<file path="src/rtl/sfc_pkg.sv">
package sfc_pkg;

    localparam logic [7:0] OPC_READ  = 8'h03;
    localparam logic [7:0] OPC_DREAD = 8'h3B;
    localparam logic [7:0] OPC_PROG  = 8'h02;
    localparam logic [7:0] OPC_WREN  = 8'h06;

    typedef enum logic [1:0] {
        CMD_READ  = 2'd0,
        CMD_DREAD = 2'd1,
        CMD_PROG  = 2'd2,
        CMD_WREN  = 2'd3
    } cmd_kind_e;

    typedef enum logic [2:0] {
        PH_OPCODE,
        PH_ADDR,
        PH_DUMMY,
        PH_RDATA,
        PH_WDATA,
        PH_LOCK,
        PH_DONE
    } phase_e;

endpackage

</file>
<file path="src/rtl/sfc_pin_sync.sv">
module sfc_pin_sync #(
    parameter int STAGES = 2
) (
    input  logic clk_i,
    input  logic rst_ni,
    input  logic cs_ni,
    input  logic sck_i,
    input  logic si_i,
    output logic cs_n_o,
    output logic si_o,
    output logic rise_o,
    output logic fall_o
);

    typedef struct packed {
        logic [STAGES-1:0] cs;
        logic [STAGES-1:0] sck;
        logic [STAGES-1:0] si;
        logic              sck_prev;
    } sync_t;

    localparam sync_t RST_VAL = '{cs: '1, sck: '0, si: '0, sck_prev: 1'b0};

    sync_t q, d;

    always_comb begin
        d = q;
        d.cs[0]  = cs_ni;
        d.sck[0] = sck_i;
        d.si[0]  = si_i;
        for (int i = 1; i < STAGES; i++) begin
            d.cs[i]  = q.cs[i-1];
            d.sck[i] = q.sck[i-1];
            d.si[i]  = q.si[i-1];
        end
        d.sck_prev = q.sck[STAGES-1];
    end

    always_ff @(posedge clk_i or negedge rst_ni) begin
        if (!rst_ni) q <= RST_VAL;
        else         q <= d;
    end

    assign cs_n_o = q.cs[STAGES-1];
    assign si_o   = q.si[STAGES-1];
    assign rise_o = q.sck[STAGES-1] & ~q.sck_prev;
    assign fall_o = ~q.sck[STAGES-1] & q.sck_prev;

endmodule

</file>
<file path="src/rtl/sfc_framer.sv">
module sfc_framer
    import sfc_pkg::*;
#(
    parameter int ADDR_BYTES = 3,
    parameter int ADDR_W     = 23
) (
    input  logic              clk_i,
    input  logic              rst_ni,
    input  logic              cs_n_i,
    input  logic              rise_i,
    input  logic              si_i,
    output logic              cmd_valid_o,
    output cmd_kind_e         cmd_kind_o,
    output logic [ADDR_W-1:0] cmd_addr_o,
    output logic              wr_valid_o,
    output logic [7:0]        wr_data_o,
    output logic              rd_phase_o,
    output logic              dual_o
);

    localparam int ABITS = 8 * ADDR_BYTES;
    localparam int CNT_W = $clog2(ABITS);
    localparam int SR_W  = ABITS;

    typedef struct packed {
        phase_e            ph;
        logic [CNT_W-1:0]  cnt;
        logic [SR_W-1:0]   sr;
        cmd_kind_e         kind;
        logic              cmd_valid;
        logic [ADDR_W-1:0] addr;
        logic              wr_valid;
        logic [7:0]        wr_data;
    } frm_t;

    frm_t q, d;
    logic [SR_W-1:0] sr_next;

    always_comb begin
        d = q;
        d.cmd_valid = 1'b0;
        d.wr_valid  = 1'b0;
        sr_next     = {q.sr[SR_W-2:0], si_i};
        if (cs_n_i) begin
            d.ph  = PH_OPCODE;
            d.cnt = '0;
        end else if (rise_i) begin
            case (q.ph)
                PH_OPCODE: begin
                    d.sr  = sr_next;
                    d.cnt = q.cnt + 1'b1;
                    if (q.cnt == CNT_W'(7)) begin
                        d.cnt = '0;
                        case (sr_next[7:0])
                            OPC_READ: begin
                                d.kind = CMD_READ;
                                d.ph   = PH_ADDR;
                            end
                            OPC_DREAD: begin
                                d.kind = CMD_DREAD;
                                d.ph   = PH_ADDR;
                            end
                            OPC_PROG: begin
                                d.kind = CMD_PROG;
                                d.ph   = PH_ADDR;
                            end
                            OPC_WREN: begin
                                d.kind      = CMD_WREN;
                                d.addr      = '0;
                                d.cmd_valid = 1'b1;
                                d.ph        = PH_DONE;
                            end
                            default: d.ph = PH_LOCK;
                        endcase
                    end
                end
                PH_ADDR: begin
                    d.sr  = sr_next;
                    d.cnt = q.cnt + 1'b1;
                    if (q.cnt == CNT_W'(ABITS - 1)) begin
                        d.cnt       = '0;
                        d.cmd_valid = 1'b1;
                        d.addr      = sr_next[ADDR_W-1:0];
                        case (q.kind)
                            CMD_DREAD: d.ph = PH_DUMMY;
                            CMD_PROG:  d.ph = PH_WDATA;
                            default:   d.ph = PH_RDATA;
                        endcase
                    end
                end
                PH_DUMMY: begin
                    d.cnt = q.cnt + 1'b1;
                    if (q.cnt == CNT_W'(7)) begin
                        d.cnt = '0;
                        d.ph  = PH_RDATA;
                    end
                end
                PH_WDATA: begin
                    d.sr  = sr_next;
                    d.cnt = q.cnt + 1'b1;
                    if (q.cnt == CNT_W'(7)) begin
                        d.cnt      = '0;
                        d.wr_valid = 1'b1;
                        d.wr_data  = sr_next[7:0];
                    end
                end
                default: ;
            endcase
        end
    end

    always_ff @(posedge clk_i or negedge rst_ni) begin
        if (!rst_ni) begin
            q.ph        <= PH_OPCODE;
            q.cnt       <= '0;
            q.sr        <= '0;
            q.kind      <= CMD_READ;
            q.cmd_valid <= 1'b0;
            q.addr      <= '0;
            q.wr_valid  <= 1'b0;
            q.wr_data   <= '0;
        end else begin
            q <= d;
        end
    end

    assign cmd_valid_o = q.cmd_valid;
    assign cmd_kind_o  = q.kind;
    assign cmd_addr_o  = q.addr;
    assign wr_valid_o  = q.wr_valid;
    assign wr_data_o   = q.wr_data;
    assign rd_phase_o  = (q.ph == PH_RDATA);
    assign dual_o      = (q.kind == CMD_DREAD);

endmodule

</file>
<file path="src/rtl/sfc_tx.sv">
module sfc_tx #(
    parameter int ADDR_W = 23
) (
    input  logic              clk_i,
    input  logic              rst_ni,
    input  logic              cs_n_i,
    input  logic              fall_i,
    input  logic              start_i,
    input  logic [ADDR_W-1:0] start_addr_i,
    input  logic              rd_phase_i,
    input  logic              dual_i,
    input  logic [7:0]        rd_data_i,
    output logic              rd_req_o,
    output logic [ADDR_W-1:0] rd_addr_o,
    output logic              so_o,
    output logic              so_oe_o,
    output logic              sio_o,
    output logic              sio_oe_o
);

    localparam int BCNT_W = 3;

    typedef struct packed {
        logic              req;
        logic [ADDR_W-1:0] raddr;
        logic [ADDR_W-1:0] next_addr;
        logic              pend;
        logic [7:0]        pbyte;
        logic [7:0]        sh;
        logic [BCNT_W-1:0] bcnt;
        logic              so;
        logic              sio;
        logic              so_oe;
        logic              sio_oe;
    } tx_t;

    tx_t q, d;
    logic [7:0] byte_now;

    always_comb begin
        d        = q;
        d.req    = 1'b0;
        d.pend   = q.req;
        byte_now = (q.bcnt == '0) ? q.pbyte : q.sh;
        if (q.pend) d.pbyte = rd_data_i;
        if (cs_n_i) begin
            d.so_oe  = 1'b0;
            d.sio_oe = 1'b0;
            d.bcnt   = '0;
        end else if (start_i) begin
            d.req       = 1'b1;
            d.raddr     = start_addr_i;
            d.next_addr = start_addr_i + 1'b1;
            d.bcnt      = '0;
        end else if (fall_i && rd_phase_i) begin
            if (q.bcnt == '0) begin
                d.req       = 1'b1;
                d.raddr     = q.next_addr;
                d.next_addr = q.next_addr + 1'b1;
            end
            d.so_oe = 1'b1;
            d.so    = byte_now[7];
            if (dual_i) begin
                d.sio    = byte_now[6];
                d.sio_oe = 1'b1;
                d.sh     = byte_now << 2;
                d.bcnt   = (q.bcnt == BCNT_W'(3)) ? '0 : q.bcnt + 1'b1;
            end else begin
                d.sh   = byte_now << 1;
                d.bcnt = q.bcnt + 1'b1;
            end
        end
    end

    always_ff @(posedge clk_i or negedge rst_ni) begin
        if (!rst_ni) q <= '0;
        else         q <= d;
    end

    assign rd_req_o  = q.req;
    assign rd_addr_o = q.raddr;
    assign so_o      = q.so;
    assign so_oe_o   = q.so_oe;
    assign sio_o     = q.sio;
    assign sio_oe_o  = q.sio_oe;

endmodule

</file>
<file path="src/rtl/sflash_cmd_frontend.sv">
module sflash_cmd_frontend
    import sfc_pkg::*;
#(
    parameter int SYNC_STAGES = 2,
    parameter int ADDR_BYTES  = 3,
    parameter int ADDR_W      = 23
) (
    input  logic              clk_i,
    input  logic              rst_ni,
    input  logic              cs_ni,
    input  logic              sck_i,
    input  logic              si_i,
    output logic              so_o,
    output logic              so_oe_o,
    output logic              sio_o,
    output logic              sio_oe_o,
    output logic              cmd_valid_o,
    output logic [1:0]        cmd_kind_o,
    output logic [ADDR_W-1:0] cmd_addr_o,
    output logic              wr_valid_o,
    output logic [7:0]        wr_data_o,
    output logic              rd_req_o,
    output logic [ADDR_W-1:0] rd_addr_o,
    input  logic [7:0]        rd_data_i
);

    logic      cs_s, si_s, rise_s, fall_s;
    logic      rd_phase, dual, rd_start;
    cmd_kind_e kind;

    sfc_pin_sync #(.STAGES(SYNC_STAGES)) i_sync (
        .clk_i  (clk_i),
        .rst_ni (rst_ni),
        .cs_ni  (cs_ni),
        .sck_i  (sck_i),
        .si_i   (si_i),
        .cs_n_o (cs_s),
        .si_o   (si_s),
        .rise_o (rise_s),
        .fall_o (fall_s)
    );

    sfc_framer #(.ADDR_BYTES(ADDR_BYTES), .ADDR_W(ADDR_W)) i_framer (
        .clk_i       (clk_i),
        .rst_ni      (rst_ni),
        .cs_n_i      (cs_s),
        .rise_i      (rise_s),
        .si_i        (si_s),
        .cmd_valid_o (cmd_valid_o),
        .cmd_kind_o  (kind),
        .cmd_addr_o  (cmd_addr_o),
        .wr_valid_o  (wr_valid_o),
        .wr_data_o   (wr_data_o),
        .rd_phase_o  (rd_phase),
        .dual_o      (dual)
    );

    assign rd_start   = cmd_valid_o && ((kind == CMD_READ) || (kind == CMD_DREAD));
    assign cmd_kind_o = kind;

    sfc_tx #(.ADDR_W(ADDR_W)) i_tx (
        .clk_i        (clk_i),
        .rst_ni       (rst_ni),
        .cs_n_i       (cs_s),
        .fall_i       (fall_s),
        .start_i      (rd_start),
        .start_addr_i (cmd_addr_o),
        .rd_phase_i   (rd_phase),
        .dual_i       (dual),
        .rd_data_i    (rd_data_i),
        .rd_req_o     (rd_req_o),
        .rd_addr_o    (rd_addr_o),
        .so_o         (so_o),
        .so_oe_o      (so_oe_o),
        .sio_o        (sio_o),
        .sio_oe_o     (sio_oe_o)
    );

endmodule

</file>
<file path="config.mk">
export PLATFORM = sky130hd
export DESIGN_NAME = sflash_cmd_frontend
export DESIGN_NICKNAME = d
export VERILOG_FILES = /design/src/rtl/sfc_pkg.sv /design/src/rtl/sfc_pin_sync.sv /design/src/rtl/sfc_framer.sv /design/src/rtl/sfc_tx.sv /design/src/rtl/sflash_cmd_frontend.sv
export SDC_FILE = /design/constraint.sdc
export NUM_CORES = 1
export LEC_CHECK = 0
export ABC_AREA = 1
export CAP_MARGIN = 20
export CORE_MARGIN = 2
export CORE_UTILIZATION = 58
export DETAILED_ROUTE_END_ITERATION = 8
export DONT_BUFFER_PORTS = 1
export HOLD_SLACK_MARGIN = 0.03
export PLACE_DENSITY = 0.82
export SETUP_SLACK_MARGIN = 0.05
export SLEW_MARGIN = 5
export SYNTH_ARGS = -nofsm -noshare
export SYNTH_HDL_FRONTEND = slang
export SYNTH_HIERARCHICAL = 1
export SYNTH_SLANG_ARGS = --single-unit
</file>
<file path="constraint.sdc">
create_clock -name clk_i -period 1.5 [get_ports clk_i]
set_clock_uncertainty 0.05 [all_clocks]
set_input_delay 0.3 -clock clk_i [delete_from_list [all_inputs] [get_ports clk_i]]
set_output_delay 0.3 -clock clk_i [all_outputs]
set_load 0.01 [all_outputs]
</file>
==> results.toml <==
[clocking]
numCtsBuffers = 17
cts_hold_buffers = 11
clk-insertion-delay-late_ns = 0.43
clk_pin_slew_ns = 0.07
root_buffer = "clkbuf_16"
cts.htree.levels = 4
tritoncts = "done"
clock_path_buffers = 2
clock-sinks = 142

[drt]
drc = 0
routed_wl_um = 25940
dr.first_iter.drc_count = 1081
vias_per_cell = 6.058
ant_nets = 0
vias = 7991
first_pass_iters = 8
wl_per_cell_um = 19.66

[synth]
yosys_warnings = 6
avgSynthCellArea_um2 = 7.714
syn_nets = 1042
synth_cell_types = 44
yosysSeqAreaShare = 0.4515
syn_inst = 1021
synth_seq_cells = 142
synth_area_um2 = 7876

[floorplanning]
rows = 42
coreArea_um2 = 13240
die_w_um = 120.5
die-area_um2 = 14530
dieHeight_um = 120.5
start_util = 0.5948
ios = 76

[critical_path]
r2r_start = "i_tx/q[4]"
end_kind = "flip-flop"
crit_type = "reg -> reg"
startpoint = "i_tx/q[4]"
crit_end = "i_tx/q[28]"
cp_max_fo = 8
timing.rr.end = "i_tx/q[28]"
r2r_slack_ns = -0.38
r2r_cells = 9
start_kind = "flip-flop"
cp.required_ns = 1.80
arrival_ns = 2.18

[placed_design]
dp.cells = 1226
dp_hpwl_um = 13880
io_buffer_count = 0
place_area_um2 = 8582
place_congestion = 0.9374

[cells_and_area]
drive_gt1_frac = 0.3473
diodes = 0
stdcell_count = 1319
fill_cells = 728
fin_nets = 1151
area_delta_synth_final_pct = 35.46
final_cell_area_um2 = 10670

[power]
ir_worst_vdd_v = 0.0007326
p_leak_nw = 4.860
finalPower_w = 0.009294
power_density_nw_per_um2 = 871.2

[timing]
slew_violations = 0
slew_headroom = 0.7175
period_minus_slack_ns = 1.877
grt_setup_unrepaired = "yes"
hold_viol_final = 142
setup_tns_ns = -21.98
hold_ws_ns = -0.4833
setup_violations = 121
timing.fmax_ghz = 0.5328
worst_slew_pin_slew_ns = 0.4238
setup_ws_ns = -0.3769
min_period_over_period = 1.251

[flow_run]
max_cap_violations = 0

[global_routing]
grt_pass1_wl_um = 34310
antenna_found_initial = 0
track_usage = 0.2963
overflow = 0
grt_pass1_vias = 7028
grt_max_degree = 143

[status]
violations = "negative hold slack, negative setup slack"
status = "finished with violations"

[worst_hold_path]
hp-class = "in -> async"
==> critical path: stages, from the launching register on <==
cell and delay, ns:
dfrtp_1 0.39, inv_2 0.10, ha_4 0.16, nand2_4 0.06, nor2_4 0.13, nand2_2 0.11, buf_12 0.15, o21ai_0 0.27
o21ai_0 0.20, a22oi_2 0.17
==> sequential cells by signal (all words and copies together), names as in the netlist <==
register	flops
i_sync/si_o	1
i_framer/cmd_valid_o	1
i_tx/rd_addr_o	23
i_tx/so_oe_o	1
i_framer/cmd_addr_o	23
i_tx/rd_req_o	1
i_tx/q	42
i_framer/q	30
i_sync/cs_n_o	1
i_framer/cmd_kind_o	2
i_tx/so_o	1
i_framer/wr_valid_o	1
i_sync/q	1
i_tx/sio_oe_o	1
i_sync/d	4
i_framer/wr_data_o	8
i_tx/sio_o	1
==> worst min-delay path by stage <==
stage	to	from	slack (ns)
floorplan	i_framer/cmd_addr_o[0]	rst_ni	-0.05
global placement	i_framer/wr_data_o[0]	rst_ni	-0.04
detailed placement	i_framer/wr_data_o[3]	rst_ni	-0.04
CTS	i_tx/q[4]	rst_ni	-0.50
global route	i_tx/q[23]	rst_ni	-0.50
finish	i_sync/d[2]	rst_ni	-0.48
==> cell type report <==
cell class / count / area [um^2] / share of cell area
Multi-Input combinational cell: 699 / 4093 / 0.3836
Tap cell: 176 / 220.2 / 0.02064
Inverter: 95 / 399.1 / 0.03741
Timing Repair Buffer: 175 / 1767 / 0.1656
Clock buffer: 23 / 488.0 / 0.04574
Sequential cell: 142 / 3570 / 0.3346
Clock inverter: 9 / 132.6 / 0.01243
==> logic make-up after synthesis <==
| family | synth area share |
|---|---|
| buf+inv | 0.1226 |
| mux | 0.001430 |
| flops | 0.4515 |
| simple gates | 0.2785 |
| compound gates | 0.1266 |
| xor+xnor | 0.006672 |
| fa+ha+maj | 0.01271 |
==> power by group <==
group / switching (W) / total [W] / internal (W)
combinational: 0.000375 / 0.000663 / 0.000287
sequential: 0.000189 / 0.00417 / 0.00399
clock: 0.00167 / 0.00446 / 0.00279
total: 0.00223 / 0.00929 / 0.00706
==> Yosys cell counts (all sizes together) <==
library cell,instances,area share
nor2,108,0.060
o21bai,4,0.0038
xor2,5,0.0056
o221ai,1,0.0011
or2,3,0.0030
dfrtp,140,0.44
o21ai,95,0.060
clkbuf,8,0.0041
nor3b,1,0.0016
inv,94,0.045
xnor2,1,0.0011
nand2,300,0.15
ha,8,0.013
a31oi,6,0.0048
o21a,1,0.00095
nand4,14,0.011
buf,77,0.073
o22ai,4,0.0032
nor3,4,0.0040
mux2,1,0.0014
dfstp,2,0.0067
a22oi,23,0.022
a21oi,34,0.025
o211ai,4,0.0051
nand3,82,0.053
clkinv,1,0.00063
==> layer usage <==
layer  up-vias  share of wire  GRT usage
met5         -              0          0
met2       559           0.49     0.4859
met4         0          0.056     0.1119
met1      3782           0.37     0.3850
met3       147          0.092    0.06698
li1       3503              -          -
==> repair_timing <==
| action | in CTS | in global routing |
|---|---|---|
| buffers inserted | 15 | 24 |
| setup endpoints to repair | 122 | 128 |
| gates resized for setup | 49 | 193 |
| pin swaps | 8 | 24 |
| gates cloned | 0 | 13 |
| endpoints found under the hold margin | 153 | 142 |
==> layout by cell type, fill, tap and decap left out, drive strengths merged, types with 3 or more instances in the layout <==
cell type    instances
o22ai                4
inv                 91
or2                  3
a21oi               34
dfrtp              140
o211ai               4
dlygate4sd3         11
o21bai               4
bufinv               3
xor2                 5
nand2              300
a31oi                6
nor2               108
a22oi               23
nand3               82
buf                155
o21ai               95
clkbuf              32
nor3                 4
nand4               14
ha                   8
clkinv               8
==> metrics by stage <==
step	utilization	setup WS, ns	hold WS, ns
after floorplan	-	-0.1144	-0.04559
after global placement	0.6481	-0.1141	-0.04139
after detailed placement	0.6481	-0.1947	-0.04136
after CTS	0.7234	-0.1509	-0.4959
after global routing	0.8057	-0.4275	-0.4986
final	0.8057	-0.3769	-0.4833
(Power assumes the default switching activity.)
